File: src/rtl/lcdi_pkg.sv
package lcdi_pkg;

    typedef enum logic [1:0] {
        S_POWERUP,
        S_ISSUE,
        S_WAIT,
        S_READY
    } seq_state_t;

    typedef enum logic [1:0] {
        W_IDLE,
        W_SETUP,
        W_PULSE,
        W_RECOVER
    } wr_state_t;

    typedef enum logic [2:0] {
        U_IDLE,
        U_HI,
        U_HI_WAIT,
        U_LO,
        U_LO_WAIT
    } spl_state_t;

    typedef struct packed {
        logic       rs;
        logic [3:0] nib;
    } nib_req_t;

endpackage

File: src/rtl/lcdi_nibble_writer.sv
module lcdi_nibble_writer
    import lcdi_pkg::*;
#(
    parameter int SETUP_CYCLES   = 3,
    parameter int PULSE_CYCLES   = 12,
    parameter int RECOVER_CYCLES = 750000
) (
    input  logic       clk,
    input  logic       rst_n,
    input  logic       start,
    input  nib_req_t   req,
    output logic       idle,
    output logic       done,
    output logic       lcd_e,
    output logic       lcd_rs,
    output logic [3:0] lcd_data
);

    localparam int MAX_AB = (SETUP_CYCLES > PULSE_CYCLES) ? SETUP_CYCLES : PULSE_CYCLES;
    localparam int MAXC   = (MAX_AB > RECOVER_CYCLES) ? MAX_AB : RECOVER_CYCLES;
    localparam int CW     = $clog2(MAXC + 1);

    wr_state_t   state;
    logic [CW-1:0] cnt;
    nib_req_t    hold;

    // state register
    always_ff @(posedge clk) begin
        if (!rst_n) begin
            state <= W_IDLE;
            cnt   <= '0;
            hold  <= '{rs: 1'b0, nib: 4'h0};
        end else begin
            unique case (state)
                W_IDLE: begin
                    if (start) begin
                        hold  <= req;
                        cnt   <= CW'(SETUP_CYCLES - 1);
                        state <= W_SETUP;
                    end
                end
                W_SETUP: begin
                    if (cnt == '0) begin
                        cnt   <= CW'(PULSE_CYCLES - 1);
                        state <= W_PULSE;
                    end else begin
                        cnt <= cnt - CW'(1);
                    end
                end
                W_PULSE: begin
                    if (cnt == '0) begin
                        cnt   <= CW'(RECOVER_CYCLES - 1);
                        state <= W_RECOVER;
                    end else begin
                        cnt <= cnt - CW'(1);
                    end
                end
                W_RECOVER: begin
                    if (cnt == '0) begin
                        state <= W_IDLE;
                    end else begin
                        cnt <= cnt - CW'(1);
                    end
                end
                default: state <= W_IDLE;
            endcase
        end
    end

    // outputs
    always_comb begin
        lcd_e    = (state == W_PULSE);
        lcd_rs   = hold.rs;
        lcd_data = hold.nib;
        idle     = (state == W_IDLE);
        done     = (state == W_RECOVER) && (cnt == '0);
    end

    AST_E_DATA_STABLE: assert property (@(posedge clk) disable iff (!rst_n)
        (lcd_e && $past(lcd_e)) |-> ($stable(lcd_data) && $stable(lcd_rs)));

    AST_START_ONLY_IDLE: assert property (@(posedge clk) disable iff (!rst_n)
        start |-> idle);

endmodule

File: src/rtl/lcdi_init_rom_seq.sv
module lcdi_init_rom_seq
    import lcdi_pkg::*;
#(
    parameter int                  POWERUP_CYCLES = 750000,
    parameter int                  INIT_LEN       = 8,
    parameter logic [4*INIT_LEN-1:0] INIT_TABLE   = 32'hC0822333
) (
    input  logic     clk,
    input  logic     rst_n,
    input  logic     wr_done,
    output logic     start,
    output nib_req_t req,
    output logic     init_done
);

    localparam int IDX_W = (INIT_LEN > 1) ? $clog2(INIT_LEN) : 1;
    localparam int PW    = $clog2(POWERUP_CYCLES + 1);
    localparam int LAST  = INIT_LEN - 1;

    seq_state_t     state;
    logic [PW-1:0]  pcnt;
    logic [IDX_W-1:0] idx;

    // state register
    always_ff @(posedge clk) begin
        if (!rst_n) begin
            state <= S_POWERUP;
            pcnt  <= '0;
            idx   <= '0;
        end else begin
            unique case (state)
                S_POWERUP: begin
                    if (pcnt == PW'(POWERUP_CYCLES - 1)) begin
                        state <= S_ISSUE;
                    end else begin
                        pcnt <= pcnt + PW'(1);
                    end
                end
                S_ISSUE: state <= S_WAIT;
                S_WAIT: begin
                    if (wr_done) begin
                        if (idx == IDX_W'(LAST)) begin
                            state <= S_READY;
                        end else begin
                            idx   <= idx + IDX_W'(1);
                            state <= S_ISSUE;
                        end
                    end
                end
                S_READY: state <= S_READY;
                default: state <= S_POWERUP;
            endcase
        end
    end

    // outputs
    always_comb begin
        start     = (state == S_ISSUE);
        req.rs    = 1'b0;
        req.nib   = INIT_TABLE[4*idx +: 4];
        init_done = (state == S_READY);
    end

    AST_IDX_BOUND: assert property (@(posedge clk) disable iff (!rst_n)
        (int'(idx) <= LAST));

    AST_DONE_STICKY: assert property (@(posedge clk) disable iff (!rst_n)
        init_done |=> init_done);

    AST_NO_ISSUE_AFTER_DONE: assert property (@(posedge clk) disable iff (!rst_n)
        init_done |-> !start);

endmodule

File: src/rtl/lcdi_byte_splitter.sv
module lcdi_byte_splitter
    import lcdi_pkg::*;
(
    input  logic       clk,
    input  logic       rst_n,
    input  logic       enable,
    input  logic       usr_valid,
    input  logic       usr_rs,
    input  logic [7:0] usr_byte,
    input  logic       wr_done,
    output logic       usr_ready,
    output logic       start,
    output nib_req_t   req
);

    spl_state_t state;
    logic [7:0] byte_q;
    logic       rs_q;

    // state register
    always_ff @(posedge clk) begin
        if (!rst_n) begin
            state  <= U_IDLE;
            byte_q <= '0;
            rs_q   <= 1'b0;
        end else begin
            unique case (state)
                U_IDLE: begin
                    if (enable && usr_valid) begin
                        byte_q <= usr_byte;
                        rs_q   <= usr_rs;
                        state  <= U_HI;
                    end
                end
                U_HI:      state <= U_HI_WAIT;
                U_HI_WAIT: if (wr_done) state <= U_LO;
                U_LO:      state <= U_LO_WAIT;
                U_LO_WAIT: if (wr_done) state <= U_IDLE;
                default:   state <= U_IDLE;
            endcase
        end
    end

    // outputs
    always_comb begin
        usr_ready = enable && (state == U_IDLE);
        start     = (state == U_HI) || (state == U_LO);
        req.rs    = rs_q;
        req.nib   = (state == U_LO) ? byte_q[3:0] : byte_q[7:4];
    end

    AST_HOLD_WHILE_BUSY: assert property (@(posedge clk) disable iff (!rst_n)
        (state != U_IDLE) |=> $stable(byte_q));

endmodule

File: src/rtl/lcd_init_seq.sv
module lcd_init_seq
    import lcdi_pkg::*;
#(
    parameter int                    POWERUP_CYCLES = 750000,
    parameter int                    SETUP_CYCLES   = 3,
    parameter int                    PULSE_CYCLES   = 12,
    parameter int                    RECOVER_CYCLES = 750000,
    parameter int                    INIT_LEN       = 8,
    parameter logic [4*INIT_LEN-1:0] INIT_TABLE     = 32'hC0822333
) (
    input  logic       clk,
    input  logic       rst_n,
    input  logic       usr_valid,
    input  logic       usr_rs,
    input  logic [7:0] usr_byte,
    output logic       usr_ready,
    output logic       init_done,
    output logic       lcd_e,
    output logic       lcd_rs,
    output logic [3:0] lcd_data
);

    logic     seq_start, spl_start, wr_start, wr_idle, wr_done;
    nib_req_t seq_req, spl_req, wr_req;

    lcdi_init_rom_seq #(
        .POWERUP_CYCLES (POWERUP_CYCLES),
        .INIT_LEN       (INIT_LEN),
        .INIT_TABLE     (INIT_TABLE)
    ) u_seq (
        .clk       (clk),
        .rst_n     (rst_n),
        .wr_done   (wr_done),
        .start     (seq_start),
        .req       (seq_req),
        .init_done (init_done)
    );

    lcdi_byte_splitter u_spl (
        .clk       (clk),
        .rst_n     (rst_n),
        .enable    (init_done),
        .usr_valid (usr_valid),
        .usr_rs    (usr_rs),
        .usr_byte  (usr_byte),
        .wr_done   (wr_done),
        .usr_ready (usr_ready),
        .start     (spl_start),
        .req       (spl_req)
    );

    always_comb begin
        wr_start = seq_start | spl_start;
        wr_req   = init_done ? spl_req : seq_req;
    end

    lcdi_nibble_writer #(
        .SETUP_CYCLES   (SETUP_CYCLES),
        .PULSE_CYCLES   (PULSE_CYCLES),
        .RECOVER_CYCLES (RECOVER_CYCLES)
    ) u_wr (
        .clk      (clk),
        .rst_n    (rst_n),
        .start    (wr_start),
        .req      (wr_req),
        .idle     (wr_idle),
        .done     (wr_done),
        .lcd_e    (lcd_e),
        .lcd_rs   (lcd_rs),
        .lcd_data (lcd_data)
    );

    AST_NO_USER_WRITE_EARLY: assert property (@(posedge clk) disable iff (!rst_n)
        !init_done |-> !spl_start);

    AST_SINGLE_SOURCE: assert property (@(posedge clk) disable iff (!rst_n)
        !(seq_start && spl_start));

    AST_INIT_RS_LOW: assert property (@(posedge clk) disable iff (!rst_n)
        (!init_done && lcd_e) |-> !lcd_rs);

endmodule

File: config.mk
export PLATFORM = sky130hd
export DESIGN_NAME = lcd_init_seq
export DESIGN_NICKNAME = d
export VERILOG_FILES = /design/src/rtl/lcdi_pkg.sv /design/src/rtl/lcdi_nibble_writer.sv /design/src/rtl/lcdi_init_rom_seq.sv /design/src/rtl/lcdi_byte_splitter.sv /design/src/rtl/lcd_init_seq.sv
export SDC_FILE = /design/constraint.sdc
export NUM_CORES = 1
export LEC_CHECK = 0
export BUFFER_PORTS_ARGS = -buffer_cell sky130_fd_sc_hd__clkbuf_2
export CAP_MARGIN = 20
export CORE_MARGIN = 5
export CORE_UTILIZATION = 62
export CTS_BUF_LIST = sky130_fd_sc_hd__clkbuf_4
export CTS_CLUSTER_DIAMETER = 50
export DETAILED_ROUTE_END_ITERATION = 7
export HOLD_SLACK_MARGIN = 0.1
export PLACE_DENSITY_LB_ADDON = 0.15
export SYNTH_ARGS = -nofsm -noshare
export SYNTH_HDL_FRONTEND = slang
export SYNTH_SLANG_ARGS = --single-unit
File: constraint.sdc
create_clock -name clk -period 2.96 [get_ports clk]
set_clock_uncertainty 0.05 [all_clocks]
set_input_delay 0.148 -clock clk [delete_from_list [all_inputs] [get_ports clk]]
set_output_delay 0.148 -clock clk [all_outputs]
set_load 0.1 [all_outputs]
# Word level (Yosys, flattened, before mapping)
# Index checks and enable logic that the tools add are counted.
dict set report word_totals {
  register_bits 64
  input_bits 12
  output_inout_bits 8
  elab_cells 75
}
dict set report op_classes {
  n_addsub 3
  eq_ne 22
  shifts 1
  muxes 20
  bitwise 3
  reduce_logical 16
}
# op n
set ops {}
lappend ops {{two-way mux 20 bit} 4}
lappend ops {{one-hot mux 20 bit (4 select lines)} 1}
lappend ops {{variable part select 32 x 6 -> 4 bit, first input constant} 1}
lappend ops {{adder 20 x 1 -> 20 bit, second input constant} 1}
lappend ops {{== test 20 bit, second input constant} 1}
lappend ops {{logical NOT 20 bit} 1}
lappend ops {{subtractor 20 x 1 -> 20 bit, second input constant} 1}
lappend ops {{one-hot mux 2 bit (4 select lines)} 2}
lappend ops {{one-hot mux 3 bit (5 select lines)} 1}
lappend ops {{two-way mux 2 bit} 7}
lappend ops {{inequality test 2 x 1 -> 1 bit, second input constant} 7}
lappend ops {{AND reduction 2 bit} 5}
lappend ops {{two-way mux 3 bit} 3}
lappend ops {{== test 2 bit, second input constant} 4}
lappend ops {{== test 3 x 2 -> 1 bit, second input constant} 2}
lappend ops {{== test 3 bit, second input constant} 2}
lappend ops {{inequality test 2 bit, second input constant} 3}
lappend ops {{AND reduction 3 bit} 2}
lappend ops {{two-way mux 5 bit} 1}
lappend ops {{== test 2 x 1 -> 1 bit, second input constant} 2}
lappend ops {{logical NOT 2 bit} 2}
lappend ops {{two-way mux 4 bit} 1}
lappend ops {{AND reduction 4 bit} 1}
lappend ops {{adder 3 x 1 -> 3 bit, second input constant} 1}
lappend ops {{other kinds (6)} 9}

# Longest topological paths before layout
# Gate-level depths: netlist of the first run.
dict set report logic_depth {
  ltp_word 5
  ltp_mapped 8
  mapped_depth_nobuf 7
}

# Hierarchy
# From an unflattened synthesis of the first run, not the netlist that was laid out.
dict set report hier_totals {
  cells_unflattened 416
  hier_area_um2 3532.1
}
# mod n_inst cells_per_inst area_each_um2 seq_area_each_um2
set modules_own_cells {}
lappend modules_own_cells {lcdi_nibble_writer 1 194 1546.5 540.5}
lappend modules_own_cells {lcdi_init_rom_seq 1 157 1353.8 500.5}
lappend modules_own_cells {lcdi_byte_splitter 1 59 569.3 240.2}
lappend modules_own_cells {lcd_init_seq 1 6 62.6 0.0}

# Worst setup path after synthesis of the first run
# OpenSTA, ideal clock, no wires.
dict set report synth_path {
  path_kind {reg2out}
  startpoint {reg u_spl.state[0]}
  endpoint {out usr_ready}
  arrival_time_ns 3.379
  t_required_ns 2.762
  slack_ns -0.617
  stages_incl_launch_ff 3
  path_buffers 1
  cell_sequence {dfxtp_1 clkbuf_1 nor4_1}
}
dict set report synth_via {
  elab_chain_len 2
}
# item line_no
set synth_rtl {}
lappend synth_rtl {{start, declared} lcdi_byte_splitter.sv:16} ;# spl_state_t state;
lappend synth_rtl {{start signal, assigned} lcdi_byte_splitter.sv:23} ;# state <= U_IDLE;
lappend synth_rtl {{start signal, assigned} lcdi_byte_splitter.sv:32} ;# state <= U_HI;
lappend synth_rtl {{start signal, assigned} lcdi_byte_splitter.sv:35} ;# U_HI: state <= U_HI_WAIT;
lappend synth_rtl {{logical NOT 3 bit} lcdi_byte_splitter.sv:46} ;# usr_ready = enable && (state == U_IDLE);
lappend synth_rtl {{logical AND 1 bit} lcdi_byte_splitter.sv:46}
lappend synth_rtl {{end, declared} lcd_init_seq.sv:16} ;# output logic usr_ready,
# Every way passes these cells.

# Worst setup path in the final report of the first run
dict set report layout_path {
  startpoint {reg u_wr.cnt[0]}
  endpoint {reg u_seq.idx[1]}
}
dict set report layout_via {
  elab_chain_len 3
}
# item line_no
set layout_rtl {}
lappend layout_rtl {{start, declared} lcdi_nibble_writer.sv:24} ;# logic [CW-1:0] cnt;
lappend layout_rtl {{start signal, assigned} lcdi_nibble_writer.sv:38} ;# cnt <= CW'(SETUP_CYCLES - 1);
lappend layout_rtl {{start signal, assigned} lcdi_nibble_writer.sv:44} ;# cnt <= CW'(PULSE_CYCLES - 1);
lappend layout_rtl {{start signal, assigned} lcdi_nibble_writer.sv:47} ;# cnt <= cnt - CW'(1);
lappend layout_rtl {{logical NOT 20 bit} lcdi_nibble_writer.sv:76} ;# done = (state == W_RECOVER) && (cnt == '0);
lappend layout_rtl {{logical AND 1 bit} lcdi_nibble_writer.sv:76}
lappend layout_rtl {{AND reduction 3 bit (no line)} n/a}
lappend layout_rtl {{end signal, assigned} lcdi_init_rom_seq.sv:45} ;# idx <= idx + IDX_W'(1);
lappend layout_rtl {{end, declared} lcdi_init_rom_seq.sv:22} ;# logic [IDX_W-1:0] idx;
# Every way passes these cells.
# A chain may end at the register's enable or synchronous reset.

==> results.cfg, run 1 <==
[route]
ant_nets = 0
num_vias = 2898
drc = 0
routedWlPerCell_um = 14.5
drt_iter0_drc = 163
drt_wl_total_mm = 7.11
routed_via_density = 5.93
firstDrtPassIters = 4

[power_and_ir_drop]
finalPower_w = 0.00228
power_density_nw_per_um2 = 609
p_leak_nw = 1.42
vdd_ir_drop_max_uv = 433

[clocking]
cts_num_sinks = 64
clk_pin_slew_ps = 110
insertion_delay_ps = 410
cts-resized-gates = 0
h-tree-depth = 3
cts_tree = yes
post_cts_buffers = 0
numCtsBuffers = 9
cts.root.buffer_cell = clkbuf_4
holdBufCountCts = 10
max-clock-path-buffers = 2

[global_route]
grt_pass1_vias = 2772
grt-ovfl-total = 0
grt_pass1_wl_mm = 12.5
antenna_found_initial = 0
track_usage_pct = 21.4
grt_start_max_net_pins = 37

[logic_synthesis]
synth_edf_count = 0
syn-instance-count = 387
syn-num-nets = 409
synth_seq_cells = 64
synthArstFlopShare_pct = 0
synth_top_family_by_area = simple AND/OR/NAND/NOR gates
synth_xor_area_share_pct = 3.69
synthAdderAreaFrac_pct = 3.76
yosysWarnings = 0
yosys.area_share.simple_pct = 28.0
postSynthAreaPerCell_sq_um = 8.60
synth_compound_area_share_pct = 16.1
synth-seq-area-share_pct = 38.5
synthesis.area_sq_um = 3330
synthMuxAreaShare_pct = 6.09
synth-main-ff-cell = dfxtp_1
ys_types = 64

[floorplanning]
start_util_pct = 64.3
dieArea_sq_um = 6930
design.core.area_sq_um = 5170
floorplan.die.width_um = 83.3
die_h_um = 83.3
rows = 26
io_pins = 20

[sta]
rsz0062_at_grt = no
period_minus_slack_ps = 2540
slew_viol_final = 0
timing.fmax_mhz = 394
fin_crit_sh_pct = 85.7
fin_setup_tns_ps = 0
final_hold_viol_count = 0
worst_slew_pin_slew_ps = 644
finalSetupViolations = 0
relSlewSlack_pct = 56.7

[place]
place_congestion = 0.877
detailed_place_hpwl_mm = 4.91
place_inst = 463
port_buffers = 19

[critical_path]
cp_max_fo = 11
cp-end-kind = flip-flop
rr_startpoint = u_wr.cnt[0]
rrSetupSlack_ps = 420
crit_chain = inv_1 > ha_1 > or4b_1 > nor2_2 > nand3_4 > nor3_4 > mux2i_1
cp_slowest_cell = or4b_1
reg2reg_to = u_seq.idx[1]
critical_path_class = reg -> reg
crit_path_start_kind = flip-flop
worstPathArrival_ps = 2840
worstPathRequired_ps = 3260
slowest_delay_ps = 640
ff2ff_path_depth = 7

[outcome]
status = completed

[final_layout]
multi_input_area_sq_um = 1930
syn2layout_area_growth_pct = 12.4
layout.cells.most_common_list = dfxtp_1, nor2_1, nand2_1
ff_latch_area_sq_um = 1280
diodes = 0
final_common_cell = dfxtp_1
final_cell_count_no_fill = 489
nNetsFinal = 436
fillers = 396
drive_gt1_share_pct = 14.1

[min_path]
hp-start = rst_n
min_delay_worst_endpoint = u_wr.state[0]
hold_depth = 2
hp-class = in -> reg

[job]
maxCapViolations = 0
-- stage by stage --
stage	area, sq um	hold slack (ps)	utilization (%)	setup WS, ps
after floorplan	3330	245	-	326
after global placement	3480	333	67.3	583
after detailed placement	3480	349	67.3	447
after CTS	3740	235	72.3	440
after global routing	3740	287	72.3	280
final	3740	263	72.3	424
-- worst max-delay path, delay by kind of cell (launching register included) --
family | cells | cell delay [ps]
and+or+nand+nor | 4 | 1580
DFF | 1 | 340
adders and majority gates | 1 | 210
muxes | 1 | 210
buffers and inverters | 1 | 100
-- routing by layer --
layer	routed length, um	vias to the layer above	global-route usage [%]
met4	115	0	7.58
met1	3380	1374	27.1
li1	-	1473	-
met2	3380	41	35.8
met5	0	-	0
met3	235	10	4.75
-- sequential cells by signal (all words and copies together) (netlist names) --
register	cells
u_seq.state	2
u_spl.byte_q	8
u_spl.rs_q	1
u_wr.lcd_rs	1
u_wr.cnt	20
u_seq.idx	3
u_spl.state	3
u_seq.pcnt	20
u_wr.state	2
u_wr.lcd_data	4
-- cells in the mapped netlist, drive strengths merged (4+ instances only) --
cell type | count | share of area (%)
dfxtp | 64 | 39
nor2 | 50 | 5.7
nand2 | 30 | 3.4
mux2i | 18 | 5.4
a21oi | 16 | 2.4
o21ai | 16 | 2.4
inv | 14 | 1.6
nand3 | 14 | 2.5
nor3 | 14 | 2.6
clkbuf | 13 | 1.5
nor4 | 13 | 3.1
ha | 10 | 3.8
xnor2 | 10 | 2.6
a31oi | 7 | 1.3
nand2b | 6 | 1.1
nand4 | 6 | 1.1
o211ai | 6 | 1.4
or4 | 5 | 1.2
a211o | 4 | 1.1
a32o | 4 | 1.2
and3 | 4 | 0.75
buf | 4 | 0.68
o31ai | 4 | 0.90
or3 | 4 | 0.75
xor2 | 4 | 1.1
-- power by group --
part | internal [W] | switching [W]
clock | 0.000348 | 0.000320
sequential | 0.000893 | 0.0000439
combinational | 0.000255 | 0.000419
-- cells by family after synthesis --
logic type,count (synthesis)
xor gates and xnor gates,14
AOI/OAI and AO/OA,77
muxes,20
DFF,64
and+or+nand+nor,170
adders and majority gates,10
buffers and inverters,32
-- area by class of cell --
| type | count | area share, % |
|---|---|---|
| Multi-Input combinational cell | 291 | 51.6 |
| Sequential cell | 64 | 34.3 |
| Timing Repair Buffer | 33 | 6.02 |
| Tap cell | 70 | 2.34 |
| Clock inverter | 6 | 2.24 |
| Clock buffer | 10 | 2.01 |
| Inverter | 15 | 1.51 |
-- how the worst max path moves through the flow --
| stage | startpoint | end | slack (ps) | depth (start not counted) |
|---|---|---|---|---|
| after floorplan | u_wr.state[0] | u_wr.cnt[12] | 330 | 8 |
| after global placement | u_wr.cnt[0] | u_seq.idx[1] | 580 | 7 |
| after detailed placement | u_wr.cnt[0] | u_seq.idx[1] | 450 | 7 |
| after CTS | u_wr.cnt[0] | u_seq.idx[1] | 440 | 7 |
| after global routing | u_wr.cnt[0] | u_seq.idx[1] | 280 | 7 |
| final | u_wr.cnt[0] | u_seq.idx[1] | 420 | 7 |
(Power assumes the default switching activity.)
==> inputs of run 2 (changes only) <==
CELL_PAD_IN_SITES_DETAIL_PLACEMENT = 1   (was default)
CELL_PAD_IN_SITES_GLOBAL_PLACEMENT = 2   (was default)
CORE_UTILIZATION = 39   (was 62)
==> results.cfg, run 2 (same netlist as run 1, synthesis figures left out) <==
[global_route]
grt_pass1_wl_mm = 14.3
grt_pass1_vias = 2887
use_met3_pct = 3.48
antenna_found_initial = 0
grt-ovfl-total = 0
track_usage_pct = 17.3
use_met1_pct = 23.1
top_usage_layer = met2
met2_usage_pct = 27.7
grt_start_max_net_pins = 37

[sta]
period_minus_slack_ps = 2610
timing.fmax_mhz = 384
finalSetupViolations = 0
slew_viol_final = 0
worst_slew_pin_slew_ps = 675
fin_setup_tns_ps = 0
relSlewSlack_pct = 54.7
final_hold_viol_count = 0
fin_crit_sh_pct = 88.1
rsz0062_at_grt = no

[clocking]
cts.root.buffer_cell = clkbuf_4
insertion_delay_ps = 400
numCtsBuffers = 9
clk_pin_slew_ps = 110
h-tree-depth = 3
cts_num_sinks = 64
cts_tree = yes
max-clock-path-buffers = 2
holdBufCountCts = 11
cts-resized-gates = 0
post_cts_buffers = 0

[final_layout]
diodes = 0
final_common_cell = dfxtp_1
syn2layout_area_growth_pct = 13.8
final_area_sq_um = 3790
largestRegisters = u_seq.pcnt: 20 flops, u_wr.cnt: 20 flops, u_spl.byte_q: 8 flops
layout.cells.most_common_list = dfxtp_1, nor2_1, nand2_1
nNetsFinal = 440
drive_gt1_share_pct = 14.7

[floorplanning]
rows = 33
start_util_pct = 40.3
dieArea_sq_um = 10500
design.core.area_sq_um = 8260
floorplan.die.width_um = 102
io_pins = 20
die_h_um = 102

[min_path]
hp-class = reg -> reg

[critical_path]
worstPathRequired_ps = 3240
worstPathArrival_ps = 2890
cp_max_fo = 11
critical_path_class = reg -> reg
crit_path_start_kind = flip-flop
cp-end-kind = flip-flop

[outcome]
status = completed

[route]
drt_wl_total_mm = 8.39
routedWlPerCell_um = 15.9
ant_nets = 0
num_vias = 2922
drt_iter0_drc = 65
routed_via_density = 5.53
firstDrtPassIters = 4
drc = 0

[place]
place_area_sq_um = 3550
port_buffers = 19
place_congestion = 0.793
detailed_place_hpwl_mm = 6.06

[power_and_ir_drop]
p_leak_nw = 1.42
power_density_nw_per_um2 = 587
vdd_ir_drop_max_uv = 199

[job]
maxCapViolations = 0
run 2: cell types whose count changed in the layout (fill, tap and decap cells not counted):
cell / previous run / this run
clkinv_2: 0 / 2
bufinv_16: 2 / 1
clkinvlp_4: 1 / 2
buf_4: 4 / 7
clkbuf_4: 10 / 9
dlygate4sd3_1: 10 / 11
clkinv_4: 1 / 0
run 2: per-stage QoR:
| stage | hold slack, ps | setup slack, ps | std cells | utilization, % | power [W] |
|---|---|---|---|---|---|
| detailed placement | 341 | 357 | 501 | 43.0 | 0.00165 |
| global route | 441 | 183 | 528 | 45.9 | 0.00239 |
| global placement | 335 | 500 | 501 | 43.0 | 0.00165 |
| floorplan | 245 | 326 | 387 | - | 0.00148 |
| finish | 416 | 353 | 528 | 45.9 | 0.00222 |
| CTS | 420 | 335 | 528 | 45.9 | 0.00226 |
run 2: final cells by class:
cell class,instances,area [sq um]
Tap cell,105,131
Timing Repair Buffer,37,258
Clock inverter,7,62.6
Clock buffer,9,67.6
Inverter,15,56.3
Multi-Input combinational cell,291,1930
Sequential cell,64,1280
Fill cell,987,4470
run 2: path summary, 6_finish.rpt:
check,startpoint,endpoint,slack [ps],cells after the start
max,u_wr.cnt[0],u_seq.idx[2],350,7
min,u_wr.lcd_data[1],u_wr.lcd_data[1],420,2
max reg2reg,u_wr.cnt[0],u_seq.idx[2],350,7
min reg2reg,u_wr.lcd_data[1],u_wr.lcd_data[1],420,2
run 2: routing by layer:
layer	vias to the layer above	wire (um)
li1	1474	-
met1	1409	4130
met2	25	3960
met3	14	177
met4	0	114
met5	-	0
run 2: where the power goes:
group          total [W]  switching, W  internal (W)
clock network   0.000579      0.000331      0.000249
registers       0.000940     0.0000461      0.000894
logic           0.000706      0.000442      0.000263
total            0.00222      0.000819       0.00141
run 2: worst max-delay path: stages (launching register included):
cell and delay, ps:
dfxtp_1 350, inv_1 100, ha_1 230, or4b_1 660, nor2_2 450, nand3_4 200, nor3_4 300, mux2i_1 210
